File: src/rtl/micro8_pkg.sv
package micro8_pkg;

   localparam int WORD_W  = 8;
   localparam int SEL_W   = 3;
   localparam int N_STEPS = 5;
   localparam int STEP_W  = 3;
   localparam logic [STEP_W-1:0] EXEC_STEP = 3'd4;

   localparam logic [SEL_W-1:0] IDX_LO = 3'd5;
   localparam logic [SEL_W-1:0] IDX_HI = 3'd6;
   localparam logic [SEL_W-1:0] IDX_PC = 3'd7;

   typedef struct packed {
      logic [SEL_W-1:0] dst;
      logic [1:0]       fn;
      logic             st;
      logic             imm;
      logic             mem;
   } lo_byte_t;

   typedef struct packed {
      logic [1:0]       spare;
      logic [SEL_W-1:0] src_d;
      logic [SEL_W-1:0] src_a;
   } hi_byte_t;

   typedef struct packed {
      logic [SEL_W-1:0]  sel_a;
      logic [SEL_W-1:0]  sel_d;
      logic [SEL_W-1:0]  sel_w;
      logic              reg_we;
      logic              mem_rd;
      logic              mem_st;
      logic              use_imm;
      logic [1:0]        fn;
      logic [WORD_W-1:0] imm_val;
   } ctrl_t;

   function automatic logic [2*WORD_W-1:0] ucode_word(input logic [STEP_W-1:0] s);
      logic [2*WORD_W-1:0] w;
      case (s)
         3'd0:    w = {8'h07, 8'ha1};
         3'd1:    w = {8'h01, 8'he2};
         3'd2:    w = {8'h07, 8'hc1};
         default: w = {8'h01, 8'he2};
      endcase
      return w;
   endfunction

   function automatic ctrl_t decode(input logic [WORD_W-1:0] lo_raw,
                                    input logic [WORD_W-1:0] hi_raw);
      lo_byte_t l;
      hi_byte_t h;
      ctrl_t    c;
      l = lo_byte_t'(lo_raw);
      h = hi_byte_t'(hi_raw);
      c.sel_a   = h.src_a;
      c.sel_d   = l.imm ? l.dst : h.src_d;
      c.sel_w   = l.dst;
      c.mem_rd  = l.mem;
      c.mem_st  = l.mem & l.st;
      c.reg_we  = ~(l.mem & l.st);
      c.use_imm = l.imm;
      c.fn      = l.fn;
      c.imm_val = hi_raw;
      return c;
   endfunction

endpackage

File: src/rtl/micro8_seq.sv
module micro8_seq #(
   parameter int STEPS = 5,
   parameter int SW    = 3
) (
   input  logic          clk,
   input  logic          rst_n,
   output logic [SW-1:0] step
);
   localparam logic [SW-1:0] LAST = SW'(STEPS - 1);

   if (STEPS < 2 || STEPS > (1 << SW)) begin : g_bad_steps
      $error("micro8_seq: STEPS does not fit the counter width");
   end

   always_ff @(posedge clk or negedge rst_n) begin
      if (!rst_n)            step <= '0;
      else if (step == LAST) step <= '0;
      else                   step <= step + 1'b1;
   end
endmodule

File: src/rtl/micro8_regfile.sv
module micro8_regfile #(
   parameter int DW   = 8,
   parameter int NREG = 8,
   localparam int SW  = $clog2(NREG)
) (
   input  logic               clk,
   input  logic               rst_n,
   input  logic [SW-1:0]      rsel_a,
   input  logic [SW-1:0]      rsel_d,
   output logic [DW-1:0]      rdat_a,
   output logic [DW-1:0]      rdat_d,
   input  logic               we,
   input  logic [SW-1:0]      wsel,
   input  logic [DW-1:0]      wdat,
   output logic [NREG*DW-1:0] flat
);
   logic [DW-1:0] r [NREG];

   if (NREG != (1 << SW)) begin : g_bad_nreg
      $error("micro8_regfile: NREG must be a power of two");
   end

   for (genvar i = 0; i < NREG; i++) begin : g_reg
      always_ff @(posedge clk or negedge rst_n) begin
         if (!rst_n)                         r[i] <= '0;
         else if (we && wsel == SW'(i))      r[i] <= wdat;
      end
      assign flat[i*DW +: DW] = r[i];
   end

   assign rdat_a = r[rsel_a];
   assign rdat_d = r[rsel_d];
endmodule

File: src/rtl/micro8_alu.sv
module micro8_alu #(
   parameter int DW = 8
) (
   input  logic [1:0]    fn,
   input  logic [DW-1:0] op_a,
   input  logic [DW-1:0] op_d,
   output logic [DW-1:0] res
);
   always_comb begin
      if (fn == 2'd0) res = op_a + op_d;
      else            res = '0;
   end
endmodule

File: src/rtl/micro8_mem.sv
module micro8_mem #(
   parameter int DW        = 8,
   parameter int ROM_AW    = 4,
   parameter int RAM_DEPTH = 16,
   parameter logic [(DW<<ROM_AW)-1:0] PROG = '0,
   localparam int RAM_AW   = $clog2(RAM_DEPTH)
) (
   input  logic          clk,
   input  logic          rst_n,
   input  logic [DW-1:0] addr,
   input  logic          wr,
   input  logic [DW-1:0] wdat,
   output logic [DW-1:0] rdat
);
   logic          hit_ram;
   logic [DW-1:0] rom_q;
   logic [DW-1:0] ram_q;

   if (RAM_DEPTH < 2 || RAM_DEPTH != (1 << RAM_AW) || RAM_AW > DW) begin : g_bad_ram
      $error("micro8_mem: RAM_DEPTH must be a power of two within the address range");
   end
   if (ROM_AW >= DW) begin : g_bad_rom
      $error("micro8_mem: program range must leave upper address bits");
   end

   assign hit_ram = |addr[DW-1:ROM_AW];
   assign rom_q   = PROG[addr[ROM_AW-1:0]*DW +: DW];

   logic [DW-1:0] ram [RAM_DEPTH];
   logic [RAM_AW-1:0] ridx;
   assign ridx  = addr[RAM_AW-1:0];
   assign ram_q = ram[ridx];

   for (genvar i = 0; i < RAM_DEPTH; i++) begin : g_ram
      always_ff @(posedge clk or negedge rst_n) begin
         if (!rst_n)                                    ram[i] <= '0;
         else if (wr && hit_ram && ridx == RAM_AW'(i))  ram[i] <= wdat;
      end
   end

   assign rdat = hit_ram ? ram_q : rom_q;
endmodule

File: src/rtl/micro8_core.sv
module micro8_core
   import micro8_pkg::*;
#(
   parameter int DATA_W    = 8,
   parameter int NREG      = 8,
   parameter int ROM_AW    = 4,
   parameter int RAM_DEPTH = 16,
   parameter logic [(DATA_W<<ROM_AW)-1:0] PROG = 128'h0000_0000_0000_f8e2_0105_0102_0101_8022
) (
   input  logic                   clk,
   input  logic                   rst_n,
   output logic [2:0]             step_o,
   output logic [NREG*DATA_W-1:0] regs_o,
   output logic                   st_en_o,
   output logic [DATA_W-1:0]      st_addr_o,
   output logic [DATA_W-1:0]      st_data_o
);
   localparam int SW = $clog2(NREG);

   if (DATA_W != WORD_W) begin : g_bad_width
      $error("micro8_core: the instruction encoding fixes an 8-bit word");
   end
   if (NREG != (1 << SEL_W)) begin : g_bad_regs
      $error("micro8_core: the encoding selects exactly eight registers");
   end

   logic [STEP_W-1:0]   step;
   logic [DATA_W-1:0]   insn_lo, insn_hi;
   logic [2*DATA_W-1:0] ucode;
   ctrl_t               ctl;
   logic [DATA_W-1:0]   rd_a, rd_d, op_a, alu_q, mem_q, wb;

   micro8_seq #(.STEPS(N_STEPS), .SW(STEP_W)) u_seq (
      .clk  (clk),
      .rst_n(rst_n),
      .step (step)
   );

   assign insn_lo = regs_o[IDX_LO*DATA_W +: DATA_W];
   assign insn_hi = regs_o[IDX_HI*DATA_W +: DATA_W];
   assign ucode   = ucode_word(step);

   always_comb begin
      if (step == EXEC_STEP) ctl = decode(insn_lo, insn_hi);
      else                   ctl = decode(ucode[DATA_W-1:0], ucode[2*DATA_W-1:DATA_W]);
   end

   micro8_regfile #(.DW(DATA_W), .NREG(NREG)) u_rf (
      .clk   (clk),
      .rst_n (rst_n),
      .rsel_a(SW'(ctl.sel_a)),
      .rsel_d(SW'(ctl.sel_d)),
      .rdat_a(rd_a),
      .rdat_d(rd_d),
      .we    (ctl.reg_we),
      .wsel  (SW'(ctl.sel_w)),
      .wdat  (wb),
      .flat  (regs_o)
   );

   assign op_a = ctl.use_imm ? ctl.imm_val : rd_a;

   micro8_alu #(.DW(DATA_W)) u_alu (
      .fn  (ctl.fn),
      .op_a(op_a),
      .op_d(rd_d),
      .res (alu_q)
   );

   micro8_mem #(.DW(DATA_W), .ROM_AW(ROM_AW), .RAM_DEPTH(RAM_DEPTH), .PROG(PROG)) u_mem (
      .clk  (clk),
      .rst_n(rst_n),
      .addr (rd_a),
      .wr   (ctl.mem_st),
      .wdat (rd_d),
      .rdat (mem_q)
   );

   assign wb        = ctl.mem_rd ? mem_q : alu_q;
   assign step_o    = step;
   assign st_en_o   = ctl.mem_st;
   assign st_addr_o = rd_a;
   assign st_data_o = rd_d;
endmodule

File: config.mk
export PLATFORM = sky130hd
export DESIGN_NAME = micro8_core
export DESIGN_NICKNAME = d
export VERILOG_FILES = /design/src/rtl/micro8_pkg.sv /design/src/rtl/micro8_seq.sv /design/src/rtl/micro8_regfile.sv /design/src/rtl/micro8_alu.sv /design/src/rtl/micro8_mem.sv /design/src/rtl/micro8_core.sv
export SDC_FILE = /design/constraint.sdc
export NUM_CORES = 1
export LEC_CHECK = 0
export BUFFER_PORTS_ARGS = -buffer_cell sky130_fd_sc_hd__buf_2
export CORE_ASPECT_RATIO = 1.2
export CORE_MARGIN = 5
export CORE_UTILIZATION = 65
export DETAILED_ROUTE_END_ITERATION = 6
export MAX_ROUTING_LAYER = met4
export PLACE_DENSITY_LB_ADDON = 0.25
export REMOVE_ABC_BUFFERS = 1
export SYNTH_ARGS = -nofsm -noshare
export SYNTH_HDL_FRONTEND = slang
export SYNTH_SLANG_ARGS = --single-unit
File: constraint.sdc
create_clock -name clk -period 11.4 [get_ports clk]
set_input_delay 0 -clock clk [delete_from_list [all_inputs] [get_ports clk]]
set_output_delay 0 -clock clk [all_outputs]
set_load 0.02 [all_outputs]
# == Word-level counts from Yosys, hierarchy flattened ==
# Cells that the tools add are included.
# classes
add_sub_neg,2
n_shift,1
eq_ne,24
reduce_logical,30
n_div,0
muxes,18
magnitude_cmp,3
bitwise,7
n_mul,0
# ops
cell,count
variable part select 128 x 8 -> 8 bit (first input constant),1
two-way mux 8 bit,10
binary-select mux 8 bit (select 3 bit),2
binary-select mux 8 bit (select 4 bit),1
== test 4 bit (second input constant),8
logical AND 1 bit,25
two-way mux 23 bit,1
one-hot mux 11 bit (2 select lines),1
== test 4 x 3 -> 1 bit (second input constant),4
== test 3 bit (second input constant),5
== test 3 x 2 -> 1 bit (second input constant),3
two-way mux 3 bit,3
adder 8 bit,1
== test 4 x 2 -> 1 bit (second input constant),2
>= comparator 4 bit (second input constant),2
NOT 3 -> 4 bit,2
logical NOT 3 bit,2
>= comparator 5 bit (second input constant),1
NOT 4 -> 5 bit,1
== test 4 x 1 -> 1 bit (second input constant),1
logical NOT 4 bit,1
OR reduction 4 bit,1
adder 3 x 1 -> 3 bit (second input constant),1
== test 3 x 1 -> 1 bit (second input constant),1
3 further kinds,5
# totals
romBits,0
wordCells,110
latch_bits,0
out_inout_bits,84
n_memories,0
mem_bits_rw,0
register_bits,195
in_bits,2

# == Depth between registers and ports, before layout ==
# depth
word_depth,15
mapped_depth,24
ltp_nobuf,21

# == Cells and area by module ==
# Synthesis repeated with hierarchy kept, for this count alone.
# hier_totals
hier_cells,718
area_unflattened_um2,10610.2
# modules_own_cells
mod,cells_each,instances,seq_area_each_um2,area_each_um2
micro8_mem,402,1,3203.1,6180.9
micro8_regfile,201,1,1601.5,3543.4
micro8_core,58,1,0.0,410.4
micro8_alu,47,1,0.0,344.1
micro8_seq,10,1,75.1,131.4

# == Worst setup path after synthesis ==
# OpenSTA, ideal clock, no wires.
# synth_timing
path_type,register to register
startpoint,register u_seq.step[0]
endpoint,"register u_rf.r, in the netlist u_rf.flat[14]"
setup_time_ps,139
arrival_time_ps,5091
required_ps,11261
stages_incl_launch_ff,23
slack_ps,6170
n_path_buf,4
period_less_slack_ps,5230
cell_sequence,dfrtp_1 > inv_1 > ha_1 > buf_2 > buf_2 > inv_1 > a22oi_1 > clkbuf_1 > o221ai_1 > a31oi_1 > clkbuf_1 > ha_1 > inv_1 > fa_1 > nor2b_1 > o21a_1 > o21a_1 > o21ai_0 > a21boi_0 > nor3_1 > a311o_1 > o32ai_2 > o21ai_1
# synth_via
word_cells_on_any_way,30
cone_classes,add/sub: 1; eq/ne: 3; shift: 1; mux: 16; bitwise: 5; reduce/logical: 4
# synth_lines
element,line,source
"start, declared",micro8_seq.sv:7,output logic [SW-1:0] step
"start signal, assigned",micro8_seq.sv:18,else step <= step + 1'b1;
== test 3 x 2 -> 1 bit / logical NOT 3 bit (equally long branches),micro8_pkg.sv:41,case (s)
one-hot mux 11 bit (2 select lines),micro8_pkg.sv:41,
two-way mux 3 bit,micro8_pkg.sv:58,c.sel_d = l.imm ? l.dst : h.src_d;
two-way mux 23 bit *,micro8_core.sv:44,"if (step == EXEC_STEP) ctl = decode(insn_lo, insn_hi);"
NOT 3 -> 4 bit (not written as such) *,micro8_regfile.sv:32,assign rdat_d = r[rsel_d];
binary-select mux 8 bit (select 3 bit) *,micro8_regfile.sv:32,
two-way mux 8 bit (not written as such) * (2 in series),micro8_regfile.sv:32,
net st_data_o[0],micro8_core.sv:16,output logic [DATA_W-1:0] st_data_o
adder 8 bit *,micro8_alu.sv:10,if (fn == 2'd0) res = op_a + op_d;
two-way mux 8 bit *,micro8_alu.sv:10,
two-way mux 8 bit *,micro8_core.sv:79,assign wb = ctl.mem_rd ? mem_q : alu_q;
"end signal, assigned by index",micro8_regfile.sv:26,else if (we && wsel == SW'(i)) r[i] <= wdat;
"end, declared",micro8_regfile.sv:17,logic [DW-1:0] r [NREG];
# Mark *: on every way through the listed nets, which the timed path passes. The rest lies on a longest branch. The select of a mux whose other input is x is not followed.
# A chain may end at the register's enable or synchronous reset.

# == Final worst setup path ==
# layout_timing
startpoint,register u_seq.step[0]
endpoint,"register u_rf.r, in the netlist u_rf.flat[38]"
# layout_via
elab_chain_len,13
word_cells_on_any_way,30
cone_classes,add/sub: 1; eq/ne: 3; shift: 1; mux: 16; bitwise: 5; reduce/logical: 4
# layout_lines
element,line
== test 3 x 2 -> 1 bit / logical NOT 3 bit (equally long branches),micro8_pkg.sv:41
one-hot mux 11 bit (2 select lines),micro8_pkg.sv:41
two-way mux 23 bit *,micro8_core.sv:44
"parallel branches: the longest is 10 deep, another holds variable part select 128 x 8 -> 8 bit",-
# Every way passes the cells marked *. The select of a mux whose other input is x is not followed.

==> flow_metrics.tcl <==
set metrics [dict create \
    status "completed" \
    cts-buffers-inserted 17 \
    antenna_found_initial 0 \
    grt_pass1_wl_microns 46600 \
    die-area_sq_mm 0.0188 \
    coreArea_sq_mm 0.0157 \
    wire_per_inst_microns 23.3 \
    critPathRequiredTime_ns 11.71 \
    switchingPower_uw 291 \
    drtIter0Drc 792 \
    setup_ws_ns 4.92 \
    grt_max_degree 121 \
    place_inst 1205 \
    synth_seq_cells 195 \
    drc 0 \
    fp.dieW_microns 126 \
    grt_util_all_layers_pct 32.4 \
    io_pins 86 \
    drive_gt1_share_pct 23.3 \
    combPwrFrac_pct 1.0 \
    dp_slack_ns 5.03 \
    hold_viol 0 \
    synth_area_sq_mm 0.0105 \
    fmax_mhz 154 \
    ys_warn_count 0 \
    synth_edf_count 0 \
    setup_viol 0 \
    grt_pass1_vias 8425 \
    syn_inst 955 \
    wl_microns 28800 \
    clk_path_buf_depth 2 \
    endpoint_kind "flop" \
    crit_path_max_fanout 24 \
    vias 8292 \
    power.density_mw_per_mm2 118 \
    cp.arrival_ns 6.78 \
    seqPwrFrac_pct 50.2 \
    htree_levels 4 \
    rsz0062_at_grt "false" \
    final_cell_mix "195 x dfrtp_1, 120 x nand2_1, 84 x buf_2" \
    synth_ff_type "dfrtp_1" \
    clock_skew_ns 0.0118 \
    max-slew-margin-rel_pct 8.50 \
    tns_ns 0 \
    r2r-end "u_rf.flat[38]$_DFFE_PN0P_" \
    gp_congestion 0.950 \
    finalNetCount 1030 \
    hold_class "in2async" \
    fin_crit_ns 6.48 \
    place_hpwl_microns 19400 \
    yosys-top-cells-area "dfrtp_1 47%, mux2_2 7.1%, mux2_1 7.0%" \
    grt_use_met1_pct 40.9 \
    p_int_mw 1.08 \
    viasPerCell 6.70 \
    vdd_drop_max_mv 0.0972 \
    startpoint_type "flop" \
    swShare_pct 21.2 \
    grt-ovfl-total 0 \
    synth_seq_area_share_pct 46.6 \
    cts_tree "built" \
    clock_latency_ns 0.44 \
    r2r_start "u_seq.step[0]$_DFF_PN0_" \
    ys_async_sr_fraction_pct 100 \
    synth.avg_cell_area_sq_um 11.0 \
    synth.distinct_cells 76 \
    drv_cap 0 \
    die_h_microns 149 \
    area_delta_synth_final_pct 11.1 \
    diodes 0 \
    power_frac_clock_pct 48.8 \
    rows 50 \
    postRouteAntennaNets 0 \
    whs_ns 0.287 \
    p_total_mw 1.38 \
    yosys.area.top_type "dfrtp_1" \
    grt_util_met2_pct 52.1 \
    post_cts_buffers 0 \
    reg2regPathDepth 20 \
    path_clk_slew_ns 0.08 \
    start_util_pct 66.7 \
    path_class "reg2reg" \
    stdcell_count 1238 \
    tightestPinTransition_ns 1.37 \
    busiest_layer "met2" \
    synth_top_cell_area_share_pct 46.6 \
    maxSlewViolCount 0 \
    met3_usage_pct 4.76 \
    finalCritPeriodShare_pct 56.8 \
    cts_root_buf "clkbuf_16" \
    portBuffers 85 \
    rrSetupSlack_ns 4.92 \
    cts.sinks 195 \
    dr.pass1.iters 5 \
    mostFrequentLayoutCell "dfrtp_1" \
    p_leak_nw 5.76 \
]
-- area by class of cell --
| class | instances | area [sq um] |
|---|---|---|
| inverter | 25 | 96.3 |
| clock buffer | 17 | 425 |
| timing repair buffer | 95 | 512 |
| clock inverter | 15 | 234 |
| tap | 208 | 260 |
| multi-input combinational | 683 | 5230 |
| sequential | 195 | 4880 |
| fill | 1076 | 4070 |
-- metal layers --
metal / share of wire (%) / up-vias
met2: 49 / 447
met3: 7.1 / 101
met4: 4.8 / 0
met5: 0 / -
met1: 39 / 4124
li1: - / 3620
-- synthesized netlist by cell type (11+ instances only) --
| library cell | number |
|---|---|
| dfrtp_1 | 195 |
| nand2_1 | 120 |
| mux4_2 | 11 |
| mux2i_1 | 66 |
| nor2_1 | 60 |
| inv_1 | 21 |
| mux2_2 | 66 |
| o21ai_0 | 15 |
| nand3_1 | 25 |
| clkbuf_1 | 25 |
| o221ai_1 | 14 |
| buf_2 | 15 |
| o21ai_1 | 29 |
| a221oi_1 | 13 |
| mux2_1 | 65 |
| a21oi_1 | 57 |
-- worst max-delay path by stage --
stage,from,endpoint,slack [ns],cells after the start
global placement,u_seq.step[0]$_DFF_PN0_,u_rf.flat[46]$_DFFE_PN0P_,5.31,20
global route,u_seq.step[0]$_DFF_PN0_,u_rf.flat[38]$_DFFE_PN0P_,4.44,20
CTS,u_seq.step[0]$_DFF_PN0_,u_rf.flat[38]$_DFFE_PN0P_,5.01,20
finish,u_seq.step[0]$_DFF_PN0_,u_rf.flat[38]$_DFFE_PN0P_,4.92,20
floorplan,u_seq.step[0]$_DFF_PN0_,u_rf.flat[14]$_DFFE_PN0P_,5.08,19
detailed placement,u_seq.step[0]$_DFF_PN0_,u_rf.flat[38]$_DFFE_PN0P_,5.03,20
-- through the flow --
step           area (sq um)  utilization, %
2_1_floorplan         10200               -
3_3_place_gp          11000            69.8
3_5_place_dp          11000            69.8
4_1_cts               11600            74.1
5_1_grt               11600            74.1
6_report              11600            74.1
-- kinds of logic (layout without fill, tap and decap cells) --
family	Yosys count	after routing	synth area share [%]
buf+inv	77	152	3.50
simple gates	258	258	11.5
compound gates	201	201	13.7
flops	195	195	46.6
mux	209	209	23.0
fa+ha+maj	11	11	1.39
xor+xnor	4	4	0.335
-- what timing repair did --
action / 4_1_cts / 5_1_grt
endpoints found under the hold margin: 119 / 0
hold buffers: 1 / 0
resized for setup: 0 / 0
-- sequential cells by signal, indices dropped and copies added (netlist names) --
| register | flops |
|---|---|
| u_rf.flat | 64 |
| u_mem.ram | 128 |
| u_seq.step | 3 |
-- worst max-delay path, cell delays in order (launching register included) --
cell and delay [ns]:
dfrtp_1 0.41, inv_1 0.09, ha_1 0.77, inv_1 0.23
a22oi_2 0.49, buf_4 0.33, mux4_2 0.25, nor2_1 0.04
a31oi_1 0.98, ha_1 0.34, inv_1 0.07, fa_1 0.41
nor2b_1 0.17, o21a_1 0.15, o21a_1 0.13, o21ai_0 0.09
a21boi_0 0.19, nor3_1 0.10, a311o_1 0.37, o32ai_2 0.55
o21ai_1 0.16
-- power by group through the flow --
stage	combinational, mW	sequential (mW)	clock, mW
6_report	0.0138	0.691	0.671
5_1_grt	0.0167	0.691	0.708
4_1_cts	0.0146	0.691	0.674
3_5_place_dp	0.0144	0.705	0
3_3_place_gp	0.0143	0.705	0
2_1_floorplan	0.00000226	0.705	0
No activity file was read; power rests on OpenSTA's default activity.
